### config.mk
export PLATFORM = sky130hd
export DESIGN_NAME = stride_prefetcher
export DESIGN_NICKNAME = d
export VERILOG_FILES = /design/src/rtl/stride_pf_pkg.sv /design/src/rtl/stride_pf_history.sv /design/src/rtl/stride_pf_conf.sv /design/src/rtl/stride_pf_slot.sv /design/src/rtl/stride_prefetcher.sv
export SDC_FILE = /design/constraint.sdc
export NUM_CORES = 1
export LEC_CHECK = 0
export BUFFER_PORTS_ARGS = -buffer_cell sky130_fd_sc_hd__buf_2
export CAP_MARGIN = 10
export CORE_MARGIN = 3
export CORE_UTILIZATION = 51
export DETAILED_ROUTE_END_ITERATION = 8
export PLACE_DENSITY_LB_ADDON = 0.2
export SLEW_MARGIN = 15
export SYNTH_ARGS = -nofsm -noshare
export SYNTH_HDL_FRONTEND = slang
export SYNTH_SLANG_ARGS = --single-unit
### constraint.sdc
create_clock -name clk -period 7.6 [get_ports clk]
set_clock_uncertainty 0.1 [all_clocks]
set_input_delay 0.38 -clock clk [delete_from_list [all_inputs] [get_ports clk]]
set_output_delay 0.38 -clock clk [all_outputs]
set_load 0.01 [all_outputs]
### src/rtl/stride_pf_pkg.sv
package stride_pf_pkg;
  // How much history the detector currently holds
  typedef enum logic [1:0] {
    HIST_EMPTY = 2'd0,
    HIST_ADDR  = 2'd1,
    HIST_DELTA = 2'd2
  } hist_phase_e;
endpackage

### src/rtl/stride_pf_history.sv
module stride_pf_history
  import stride_pf_pkg::*;
#(
  parameter int ADDR_W = 32
) (
  input  logic              clk,
  input  logic              rst_n,
  input  logic              clear_i,
  input  logic              dem_valid_i,
  input  logic [ADDR_W-1:0] dem_addr_i,
  output logic              hit_o,
  output logic              miss_o,
  output logic [ADDR_W-1:0] delta_o
);
  hist_phase_e       phase_q;
  logic [ADDR_W-1:0] last_addr_q;
  logic [ADDR_W-1:0] last_delta_q;
  logic              take;
  logic              same;

  assign take    = dem_valid_i && !clear_i;
  assign delta_o = dem_addr_i - last_addr_q;
  assign same    = (phase_q == HIST_DELTA) && (delta_o == last_delta_q)
                   && (delta_o != '0);
  assign hit_o   = take && same;
  assign miss_o  = take && (phase_q != HIST_EMPTY) && !same;

  always_ff @(posedge clk or negedge rst_n) begin
    if (!rst_n) begin
      phase_q      <= HIST_EMPTY;
      last_addr_q  <= '0;
      last_delta_q <= '0;
    end else if (clear_i) begin
      phase_q      <= HIST_EMPTY;
      last_addr_q  <= '0;
      last_delta_q <= '0;
    end else if (dem_valid_i) begin
      last_addr_q <= dem_addr_i;
      if (phase_q == HIST_EMPTY) begin
        phase_q <= HIST_ADDR;
      end else begin
        phase_q      <= HIST_DELTA;
        last_delta_q <= delta_o;
      end
    end
  end

  // a cleared history cannot match on the following demand
  assert_clear_empties_R1: assert property (@(posedge clk) disable iff (!rst_n)
    clear_i |=> !hit_o);
endmodule

### src/rtl/stride_pf_conf.sv
module stride_pf_conf #(
  parameter int CONF_W   = 2,
  parameter int CONF_MIN = 2
) (
  input  logic              clk,
  input  logic              rst_n,
  input  logic              clear_i,
  input  logic              hit_i,
  input  logic              miss_i,
  output logic [CONF_W-1:0] conf_o,
  output logic              issue_o
);
  localparam logic [CONF_W-1:0] CONF_MAX = {CONF_W{1'b1}};

  logic [CONF_W-1:0] conf_q;
  logic [CONF_W-1:0] conf_up;

  assign conf_up = (conf_q == CONF_MAX) ? conf_q : conf_q + 1'b1;
  assign issue_o = hit_i && (int'(conf_up) >= CONF_MIN);
  assign conf_o  = conf_q;

  always_ff @(posedge clk or negedge rst_n) begin
    if (!rst_n)       conf_q <= '0;
    else if (clear_i) conf_q <= '0;
    else if (hit_i)   conf_q <= conf_up;
    else if (miss_i)  conf_q <= '0;
  end

  assert_conf_drop_R3: assert property (@(posedge clk) disable iff (!rst_n)
    miss_i |=> conf_q == '0);
  assert_conf_sat_R3: assert property (@(posedge clk) disable iff (!rst_n)
    (hit_i && !clear_i && conf_q == CONF_MAX) |=> conf_q == CONF_MAX);
  assert_conf_clear_R9: assert property (@(posedge clk) disable iff (!rst_n)
    clear_i |=> conf_q == '0);
endmodule

### src/rtl/stride_pf_slot.sv
module stride_pf_slot #(
  parameter int ADDR_W = 32
) (
  input  logic              clk,
  input  logic              rst_n,
  input  logic              load_i,
  input  logic [ADDR_W-1:0] load_addr_i,
  output logic              valid_o,
  input  logic              ready_i,
  output logic [ADDR_W-1:0] addr_o
);
  always_ff @(posedge clk or negedge rst_n) begin
    if (!rst_n) begin
      valid_o <= 1'b0;
      addr_o  <= '0;
    end else if (load_i) begin
      valid_o <= 1'b1;
      addr_o  <= load_addr_i;
    end else if (valid_o && ready_i) begin
      valid_o <= 1'b0;
    end
  end

  assert_hold_R7: assert property (@(posedge clk) disable iff (!rst_n)
    (valid_o && !ready_i && !load_i) |=> (valid_o && $stable(addr_o)));
  assert_drain_R7: assert property (@(posedge clk) disable iff (!rst_n)
    (valid_o && ready_i && !load_i) |=> !valid_o);
  assert_overwrite_R8: assert property (@(posedge clk) disable iff (!rst_n)
    load_i |=> (valid_o && addr_o == $past(load_addr_i)));
endmodule

### src/rtl/stride_prefetcher.sv
module stride_prefetcher #(
  parameter int ADDR_W   = 32,
  parameter int CONF_W   = 2,
  parameter int CONF_MIN = 2
) (
  input  logic              clk,
  input  logic              rst_n,
  input  logic              clear_i,
  input  logic              dem_valid_i,
  input  logic [ADDR_W-1:0] dem_addr_i,
  output logic              pf_valid_o,
  input  logic              pf_ready_i,
  output logic [ADDR_W-1:0] pf_addr_o
);
  logic              hit;
  logic              miss;
  logic              issue;
  logic [ADDR_W-1:0] delta;
  logic [CONF_W-1:0] conf;
  logic [ADDR_W-1:0] target;

  assign target = dem_addr_i + delta;

  stride_pf_history #(.ADDR_W(ADDR_W)) u_hist (
    .clk(clk), .rst_n(rst_n), .clear_i(clear_i),
    .dem_valid_i(dem_valid_i), .dem_addr_i(dem_addr_i),
    .hit_o(hit), .miss_o(miss), .delta_o(delta)
  );

  stride_pf_conf #(.CONF_W(CONF_W), .CONF_MIN(CONF_MIN)) u_conf (
    .clk(clk), .rst_n(rst_n), .clear_i(clear_i),
    .hit_i(hit), .miss_i(miss), .conf_o(conf), .issue_o(issue)
  );

  stride_pf_slot #(.ADDR_W(ADDR_W)) u_slot (
    .clk(clk), .rst_n(rst_n), .load_i(issue), .load_addr_i(target),
    .valid_o(pf_valid_o), .ready_i(pf_ready_i), .addr_o(pf_addr_o)
  );

  // an issued request never comes from a low-confidence stride
  assert_issue_conf_R4: assert property (@(posedge clk) disable iff (!rst_n)
    issue |-> (hit && int'(conf) >= CONF_MIN - 1));
endmodule

Word-level counts from Yosys, hierarchy flattened:

Index checks and enable logic that the tools add are counted.

* word-level logic and storage cells: 45
* output and inout port bits: 33
* bits of input ports: 37
* bits in registers: 101

* order comparisons: 1
* equal/unequal tests: 4
* add/sub/neg operators: 3
* reductions and logical operators: 17
* muxes and demuxes: 14

Operator list (number)
* 32-bit 2-to-1 mux: 5
* 32-bit adder: 1
* 32-bit == test: 1
* 32-bit nonzero test: 1
* 32-bit subtractor: 1
* 2-bit 2-to-1 mux: 7
* 1-bit logical AND: 8
* 2-bit nonzero test: 3
* 2-bit == test, second input constant: 2
* 3-bit nonzero test: 1
* 2-bit by 1-bit adder with 2-bit output, second input constant: 1
* 2-bit >= comparator, second input constant: 1
* 1-bit zero test: 2
* 2-bit zero test: 1
* 1-bit 2-to-1 mux: 2
* 2-bit inequality test, second input constant: 1
* 2-bit AND reduction: 1

Depth between registers and ports, before layout:

Gate-level depths: netlist of the first run.

* word-level depth: 9
* gate-level depth with buffers: 24
* depth with buffers taken out: 23

By module:

A second synthesis of the first run with hierarchy kept.

* cells, all modules: 929
* area total of the unflattened synthesis: 8501.9 sq um

Modules (own cells, without submodules)
* stride_pf_history: cells each 611, area an instance 5287.6 sq um, instances 1, sequential area each 1651.6 sq um
* stride_prefetcher: cells each 236, area an instance 1725.4 sq um, instances 1, sequential area each 0.0 sq um
* stride_pf_slot: cells each 71, area an instance 1377.6 sq um, instances 1, sequential area each 825.8 sq um
* stride_pf_conf: cells each 11, area an instance 111.4 sq um, instances 1, sequential area each 50.0 sq um

Worst setup path before layout of the first run:

No wires, ideal clock.

* kind: input port to flip-flop
* from: input port dem_addr_i[0]
* to: register u_slot.addr_o[29]
* arrival: 5.152 ns
* required time: 7.375 ns
* library setup time: 0.125 ns
* setup slack: 2.223 ns
* buffers on the path: 0
* stages: 21
* path through: inv_1 ha_1 inv_1 fa_1 a211oi_4 o211a_1 nor2_1 a21oi_1 o221ai_1 ha_1 a21o_1 a21o_1 a2111oi_0 nor3_1 or3_1 a41o_1 or4_1 a41o_1 or2_0 xor2_1 mux2_2

* longest elaborated chain between the ends: 6
* elaborated cells on any way between the ends: 8
* those cells by class: 2 x add/sub; 1 x eq/ne; 5 x reduce/logical

Ends and longest elaborated chain
* from (decl): RTL line stride_prefetcher.sv:10 `input logic [ADDR_W-1:0] dem_addr_i,`
* branches (longest 6 deep; another with 32-bit subtractor)
* to (signal assigned): RTL line stride_pf_slot.sv:18 `addr_o <= load_addr_i;`
* to (decl): RTL line stride_pf_slot.sv:10 `output logic [ADDR_W-1:0] addr_o`

Several ways; the timed one is not identified.
A chain may end at the register's enable or synchronous reset.

Worst setup path in the final report of the first run:

* from: register u_hist.last_addr_q[0]
* to: register u_slot.addr_o[29]

* longest elaborated chain between the ends: 6
* elaborated cells on any way between the ends: 8
* those cells by class: 2 x add/sub; 1 x eq/ne; 5 x reduce/logical

Ends and longest elaborated chain
* from (decl): RTL line stride_pf_history.sv:16 `logic [ADDR_W-1:0] last_addr_q;`
* from (signal assigned): RTL line stride_pf_history.sv:38 `last_addr_q <= dem_addr_i;`
* 32-bit subtractor (*): RTL line stride_pf_history.sv:22 `assign delta_o = dem_addr_i - last_addr_q;`
* branches (longest 5 deep; another with 32-bit adder)

Every way passes the cells marked *.

==> impl_metrics.env, run 1 <==
export IMPL_status="finished, final reports clean"
export IMPL_dr_pass1_iters=5
export IMPL_wire_per_inst_um=18.3
export IMPL_cp_end_kind="flip-flop"
export IMPL_p_leak_nw=4.39
export IMPL_synth_top_cell_by_area="dfrtp_1"
export IMPL_avgSynthCellArea_um2=9.14
export IMPL_clk_latency_ps=360
export IMPL_hold_viol=0
export IMPL_n_antenna_cell=0
export IMPL_area_growth_pct=8.78
export IMPL_nNetsFinal=1085
export IMPL_clock_sinks=101
export IMPL_synth_top_area_frac=0.293
export IMPL_period_share=0.776
export IMPL_totalWireLength_mm=22.0
export IMPL_setup_viol=0
export IMPL_ctsResizeCount=0
export IMPL_cts_tree="yes"
export IMPL_place_congestion=0.942
export IMPL_grt_first_pass_wirelength_mm=35.7
export IMPL_worstPathRequired_ps=7750
export IMPL_rsz0062_at_grt="false"
export IMPL_final_cell_mix="dfrtp_1, nor2_1, buf_2, ha_1, inv_1"
export IMPL_hold_path_class="primary input to flip-flop"
export IMPL_slew_viol_final=0
export IMPL_slew_limit_headroom=0.347
export IMPL_synth_area_um2=8620
export IMPL_fin_ws_ps=1700
export IMPL_die_area_um2=18500
export IMPL_critPathKind="flip-flop to flip-flop"
export IMPL_drt_initial_drc_count=616
export IMPL_portBuffers=69
export IMPL_cts_buffer_depth=2
export IMPL_critPathLaunchType="flip-flop"
export IMPL_die_w_um=136
export IMPL_final_setup_tns_ps=0
export IMPL_drive_above_1_share=0.157
export IMPL_cts_buffers=9
export IMPL_ys_types=91
export IMPL_dpl_hpwl_mm=16.3
export IMPL_synth_nets=1045
export IMPL_p_per_area_nw_per_um2=205
export IMPL_synth_edff_count=0
export IMPL_grt_use_total=0.242
export IMPL_synth_flop_cell="dfrtp_1"
export IMPL_path_clk_slew_ps=80
export IMPL_overflow=0
export IMPL_vias_per_cell=5.96
export IMPL_io_pins=70
export IMPL_synthCells=943
export IMPL_max_vdd_ir_drop_mv=0.127
export IMPL_fp_coreArea_um2=16200
export IMPL_tightest_slew_ps=978
export IMPL_antenna_found_initial=0
export IMPL_root_buffer="clkbuf_16"
export IMPL_via_count=7171
export IMPL_yosysWarnings=0
export IMPL_fmax_mhz=170
export IMPL_start_util=0.531
export IMPL_worst_path_max_fanout=7
export IMPL_grt_pass1_vias=6850
export IMPL_drtAntennaViolNets=0
export IMPL_crit_arrival_ps=6040
export IMPL_ys_seq_area_frac=0.293
export IMPL_total_power_mw=1.92
export IMPL_grt_max_degree=53
export IMPL_min_period_ps=5900
export IMPL_drcViolationCount=0
export IMPL_synth_async_sr_flop_share=1.00
export IMPL_ys_seq_elements=101
export IMPL_final_common_cell="dfrtp_1"
export IMPL_placementRows=46
export IMPL_die_height_um=136
export IMPL_cts_max_level=3
export IMPL_maxCapViolCount=0
export IMPL_synth_area_top_cells="dfrtp_1, ha_1, mux2i_1"
export IMPL_preCtsSetupSlack_ps=1530
## cell usage after synthesis (17+ instances only)
| master | count |
|---|---|
| xor2_1 | 36 |
| nand2_1 | 54 |
| nand3_1 | 19 |
| a21o_1 | 30 |
| dfrtp_1 | 101 |
| clkbuf_1 | 19 |
| mux2i_1 | 40 |
| o21a_1 | 17 |
| ha_1 | 63 |
| mux2_4 | 25 |
| inv_1 | 56 |
| xnor2_1 | 39 |
| o21ai_0 | 30 |
| a22o_1 | 29 |
| a21oi_1 | 53 |
| nor2_1 | 85 |
| nor3_1 | 19 |
## path summary, 6_finish.rpt
| check | slack [ps] | start | endpoint | cells after the start |
|---|---|---|---|---|
| worst max-delay path | 1700 | u_hist.last_addr_q[0]$_DFFE_PN0N_ | u_slot.addr_o[29]$_DFFE_PN0P_ | 20 |
| worst min-delay path | 190 | pf_ready_i | u_slot.valid_o$_DFFE_PN0P_ | 3 |
| worst max register to register | 1700 | u_hist.last_addr_q[0]$_DFFE_PN0N_ | u_slot.addr_o[29]$_DFFE_PN0P_ | 20 |
| worst min register to register | 380 | u_slot.valid_o$_DFFE_PN0P_ | u_slot.valid_o$_DFFE_PN0P_ | 1 |
| max in group asynchronous | 5800 | rst_n | u_hist.last_delta_q[23]$_DFFE_PN0P_ | 3 |
| min in group asynchronous | 470 | rst_n | u_hist.last_delta_q[6]$_DFFE_PN0P_ | 2 |
## flip-flops by register name, summed over array words and instances, names as in the netlist
name,cells
u_slot.valid_o,1
u_conf.conf_o,2
u_hist.phase_q,2
u_hist.last_addr_q,32
u_hist.last_delta_q,32
u_slot.addr_o,32
## power by group
part           total, mW  switching (mW)  internal [mW]  leakage [nW]
clock              0.522           0.221          0.300         0.156
sequential         0.579          0.0187          0.561          1.36
combinational      0.818           0.488          0.330          2.87
## cell type report
type / instances / area (um2)
fillers: 1501 / 6850
repair buffers: 74 / 388
flip-flops and latches: 101 / 2530
clock inverters: 6 / 92.6
clock buffers: 10 / 239
well taps: 216 / 270
inverters: 57 / 214
multi-input cells: 740 / 5650
## timing repair
action,in CTS,in global routing
hold buffers,1,0
endpoints found under the hold margin,49,0
setup endpoints to repair,0,0
buffers inserted,0,0
## cell families after synthesis
| logic type | after synthesis | synth area share |
|---|---|---|
| AND/OR/NAND/NOR | 268 | 0.160 |
| AO/OA/AOI/OAI | 261 | 0.222 |
| buffers and inverters | 102 | 0.0530 |
| flip-flops | 101 | 0.293 |
| XOR/XNOR | 77 | 0.0807 |
| multiplexers | 69 | 0.0952 |
| adder cells (fa/ha/maj) | 65 | 0.0961 |
## worst max-delay path, stage by stage (launching register included)
cell       delay (ps)
dfrtp_1           400
ha_1              160
inv_1              50
fa_1              460
a211oi_4          380
o211a_1           270
nor2_1             60
a21oi_1           270
o221ai_1          280
ha_1              410
a21o_1            180
a21o_1            180
a2111oi_0         400
nor3_1            100
or3_1             430
a41o_1            300
or4_1             440
a41o_1            290
or2_0             220
xor2_1            140
mux2_2            260
## per-stage QoR
stage | cell area (um2) | utilization | instances | hold slack [ps]
after global placement | 9040 | 0.557 | 1187 | 351
after detailed placement | 9040 | 0.557 | 1187 | 356
after global routing | 9380 | 0.578 | 1204 | 213
after CTS | 9380 | 0.578 | 1204 | 174
after floorplan | 8620 | - | 943 | -15.6
final | 9380 | 0.578 | 1204 | 187
## layer usage
layer / wire (um) / track usage / vias up / part of all wire
li1: - / - / 3512 / -
met2: 10000 / 0.388 / 205 / 0.46
met1: 10400 / 0.333 / 3428 / 0.47
met5: 0 / 0 / - / 0
met3: 1170 / 0.0463 / 26 / 0.053
met4: 419 / 0.0728 / 0 / 0.019
Power figures use the tool's default switching activity.
==> run 2: changes to the inputs <==
--- a/config.mk
+++ b/config.mk
@@ -5,6 +5,7 @@
 export SDC_FILE = /design/constraint.sdc
 export NUM_CORES = 1
 export LEC_CHECK = 0
+export ABC_AREA = 1
 export BUFFER_PORTS_ARGS = -buffer_cell sky130_fd_sc_hd__buf_2
 export CAP_MARGIN = 10
 export CORE_MARGIN = 3
==> constraint.sdc (replaced) <==
create_clock -name clk -period 6.1 [get_ports clk]
set_clock_uncertainty 0.1 [all_clocks]
set_input_delay 0.305 -clock clk [delete_from_list [all_inputs] [get_ports clk]]
set_output_delay 0.305 -clock clk [all_outputs]
set_load 0.01 [all_outputs]
==> run 2 against run 1 <==
Clock-buffer cell count unchanged. Sequential power is 25% higher. Final area up 10%. Setup slack better by 350 ps. Die area increased by 8.7%. Clock power is 36% higher.
==> impl_metrics.env, run 2 <==
export IMPL_antenna_found_initial=0
export IMPL_grt_use_total=0.282
export IMPL_power_frac_comb=0.427
export IMPL_synth_area_um2=9410
export IMPL_post_dp_cell_area_um2=9950
export IMPL_synth_area_top_cells="dfrtp_1, nand2_1, inv_1"
export IMPL_synthTopCellsByCount="nand2_1, inv_1, nand3_1"
export IMPL_placementRows=49
export IMPL_slew_viol_final=0
export IMPL_ys_seq_elements=101
export IMPL_min_period_ps=4050
export IMPL_hold_path_class="primary input to flip-flop"
export IMPL_rsz0062_at_grt="false"
export IMPL_instances_no_fill=1798
export IMPL_synth_flop_cell="dfrtp_1"
export IMPL_status="finished, final reports clean"
export IMPL_die_w_um=142
export IMPL_fin_ws_ps=2050
export IMPL_p_per_area_nw_per_um2=242
export IMPL_ys_types=43
export IMPL_fp_coreArea_um2=18000
export IMPL_drt_initial_drc_count=778
export IMPL_io_pins=70
export IMPL_synthCells=1504
export IMPL_fill_cells=1834
export IMPL_start_util=0.522
export IMPL_setup_viol=0
export IMPL_synth_top_area_frac=0.269
export IMPL_hold_viol=0
export IMPL_drtAntennaViolNets=0
export IMPL_path_clk_slew_ps=80
export IMPL_area_growth_pct=9.70
export IMPL_final_area_um2=10300
export IMPL_grt_first_pass_wirelength_mm=45.0
export IMPL_nNetsFinal=1666
export IMPL_critPathLaunchType="flip-flop"
export IMPL_drcViolationCount=0
export IMPL_drive_above_1_share=0.101
export IMPL_worst_path_max_fanout=6
export IMPL_top_regs="u_hist.last_addr_q (32), u_hist.last_delta_q (32), u_slot.addr_o (32)"
export IMPL_synth_top_cell_by_area="dfrtp_1"
export IMPL_crit_arrival_ps=4210
export IMPL_period_share=0.664
export IMPL_max_vdd_ir_drop_mv=0.147
export IMPL_vias_per_cell=5.30
export IMPL_portBuffers=69
export IMPL_place_inst=1781
export IMPL_synth_async_sr_flop_share=1.00
export IMPL_yosysWarnings=0
export IMPL_grt_max_degree=66
export IMPL_synth_edff_count=0
export IMPL_worstPathRequired_ps=6260
export IMPL_critPathKind="flip-flop to flip-flop"
export IMPL_tightest_slew_ps=1240
export IMPL_cp_end_kind="flip-flop"
export IMPL_grt_pass1_vias=8901
export IMPL_clk_latency_ps=360
export IMPL_p_seq_frac=0.289
export IMPL_switching_share=0.409
export IMPL_wire_per_inst_um=15.3
export IMPL_clkPwrFrac=0.284
export IMPL_final_setup_tns_ps=0
export IMPL_place_congestion=1.01
export IMPL_fmax_mhz=247
export IMPL_dr_pass1_iters=6
export IMPL_root_buffer="clkbuf_16"
export IMPL_via_count=9535
export IMPL_cts_max_level=3
export IMPL_dpl_hpwl_mm=21.9
export IMPL_final_cell_mix="nand2_1, inv_1, nand3_1, nor2_1, dfrtp_1"
export IMPL_cts_tree="yes"
export IMPL_overflow=0
export IMPL_preCtsSetupSlack_ps=1990
export IMPL_avgSynthCellArea_um2=6.25
export IMPL_maxCapViolCount=0
export IMPL_slew_limit_headroom=0.171
export IMPL_p_int_mw=1.47
export IMPL_clock_sinks=101
export IMPL_die_area_um2=20100
export IMPL_synth_nets=1606
export IMPL_cts_buffers=9
export IMPL_die_height_um=142
export IMPL_p_leak_nw=5.72
export IMPL_ys_seq_area_frac=0.269
export IMPL_final_common_cell="nand2_1"
export IMPL_yosysMostFrequentCell="nand2_1"
export IMPL_cts_buffer_depth=2
export IMPL_totalWireLength_mm=27.5
export IMPL_p_sw_mw=1.02
export IMPL_n_antenna_cell=0
-- run 2: power by group through the flow --
stage	clock network, mW	logic [mW]	registers [mW]
finish	0.708	1.06	0.722
global route	0.749	1.20	0.725
CTS	0.718	1.05	0.721
detailed placement	0	1.04	0.733
global placement	0	1.04	0.733
floorplan	0	0.774	0.730
-- run 2: kinds of logic (layout without fill, tap and decap cells) --
kind of cell,Yosys count,count (layout),share of synthesized area
adders and majority gates,65,65,0.0881
and+or+nand+nor,795,795,0.370
DFF,101,101,0.269
buffers and inverters,334,399,0.137
xor gates and xnor gates,31,31,0.0289
AOI/OAI and AO/OA,178,178,0.108
-- run 2: path summary, 6_finish.rpt --
check,startpoint,endpoint,slack (ps),cells past startpoint
worst min register to register,u_slot.addr_o[22]$_DFFE_PN0P_,u_slot.addr_o[22]$_DFFE_PN0P_,380,2
worst min-delay path,pf_ready_i,u_slot.valid_o$_DFFE_PN0P_,30,2
worst max-delay path,u_hist.last_addr_q[9]$_DFFE_PN0N_,u_slot.addr_o[28]$_DFFE_PN0P_,2050,23
min in group asynchronous,rst_n,u_slot.addr_o[0]$_DFFE_PN0P_,330,2
worst max register to register,u_hist.last_addr_q[9]$_DFFE_PN0N_,u_slot.addr_o[28]$_DFFE_PN0P_,2050,23
max in group asynchronous,rst_n,u_hist.last_addr_q[15]$_DFFE_PN0N_,4290,3
-- run 2: routing by layer --
metal	up-vias	wire length [um]	global-route usage
met4	0	705	0.0889
met5	-	0	0
met3	49	1760	0.0236
met2	309	11800	0.434
met1	4323	13300	0.419
li1	4854	-	-
-- run 2: area by class of cell --
class                   count  area [um2]  area share
clock buffers              10         239      0.0232
clock inverters             6         118      0.0114
well taps                 229         287      0.0278
flip-flops and latches    101        2530       0.245
inverters                 309        1160       0.112
repair buffers             74         388      0.0376
multi-input cells        1069        5600       0.543
-- run 2: worst max-delay path, cell delays in order (launching register included) --
cell	delay [ps]
dfrtp_1	340
inv_1	50
ha_1	410
nand2_1	130
nor2_1	280
nand3_1	190
nand3_1	180
nand2_1	90
nand2_1	60
nand2_1	60
nand2_1	130
inv_1	60
ha_1	390
nand2_1	130
nor4_1	370
nand3b_1	120
nand3_1	170
a21o_1	170
nand3_1	70
nand2_1	80
xor2_1	140
nand4_1	100
nand2_1	90
inv_1	40
-- run 2: repair_timing --
action,CTS,global route
resized for setup,0,0
hold endpoints to repair,36,0
buffers inserted,0,0
hold buffers,1,0
-- run 2: metrics by stage --
stage	hold WS (ps)	utilization	total power, mW
floorplan	-90.6	-	1.50
global placement	193	0.552	1.77
detailed placement	192	0.552	1.78
CTS	20.5	0.572	2.49
global route	32.9	0.572	2.68
finish	27.5	0.572	2.49
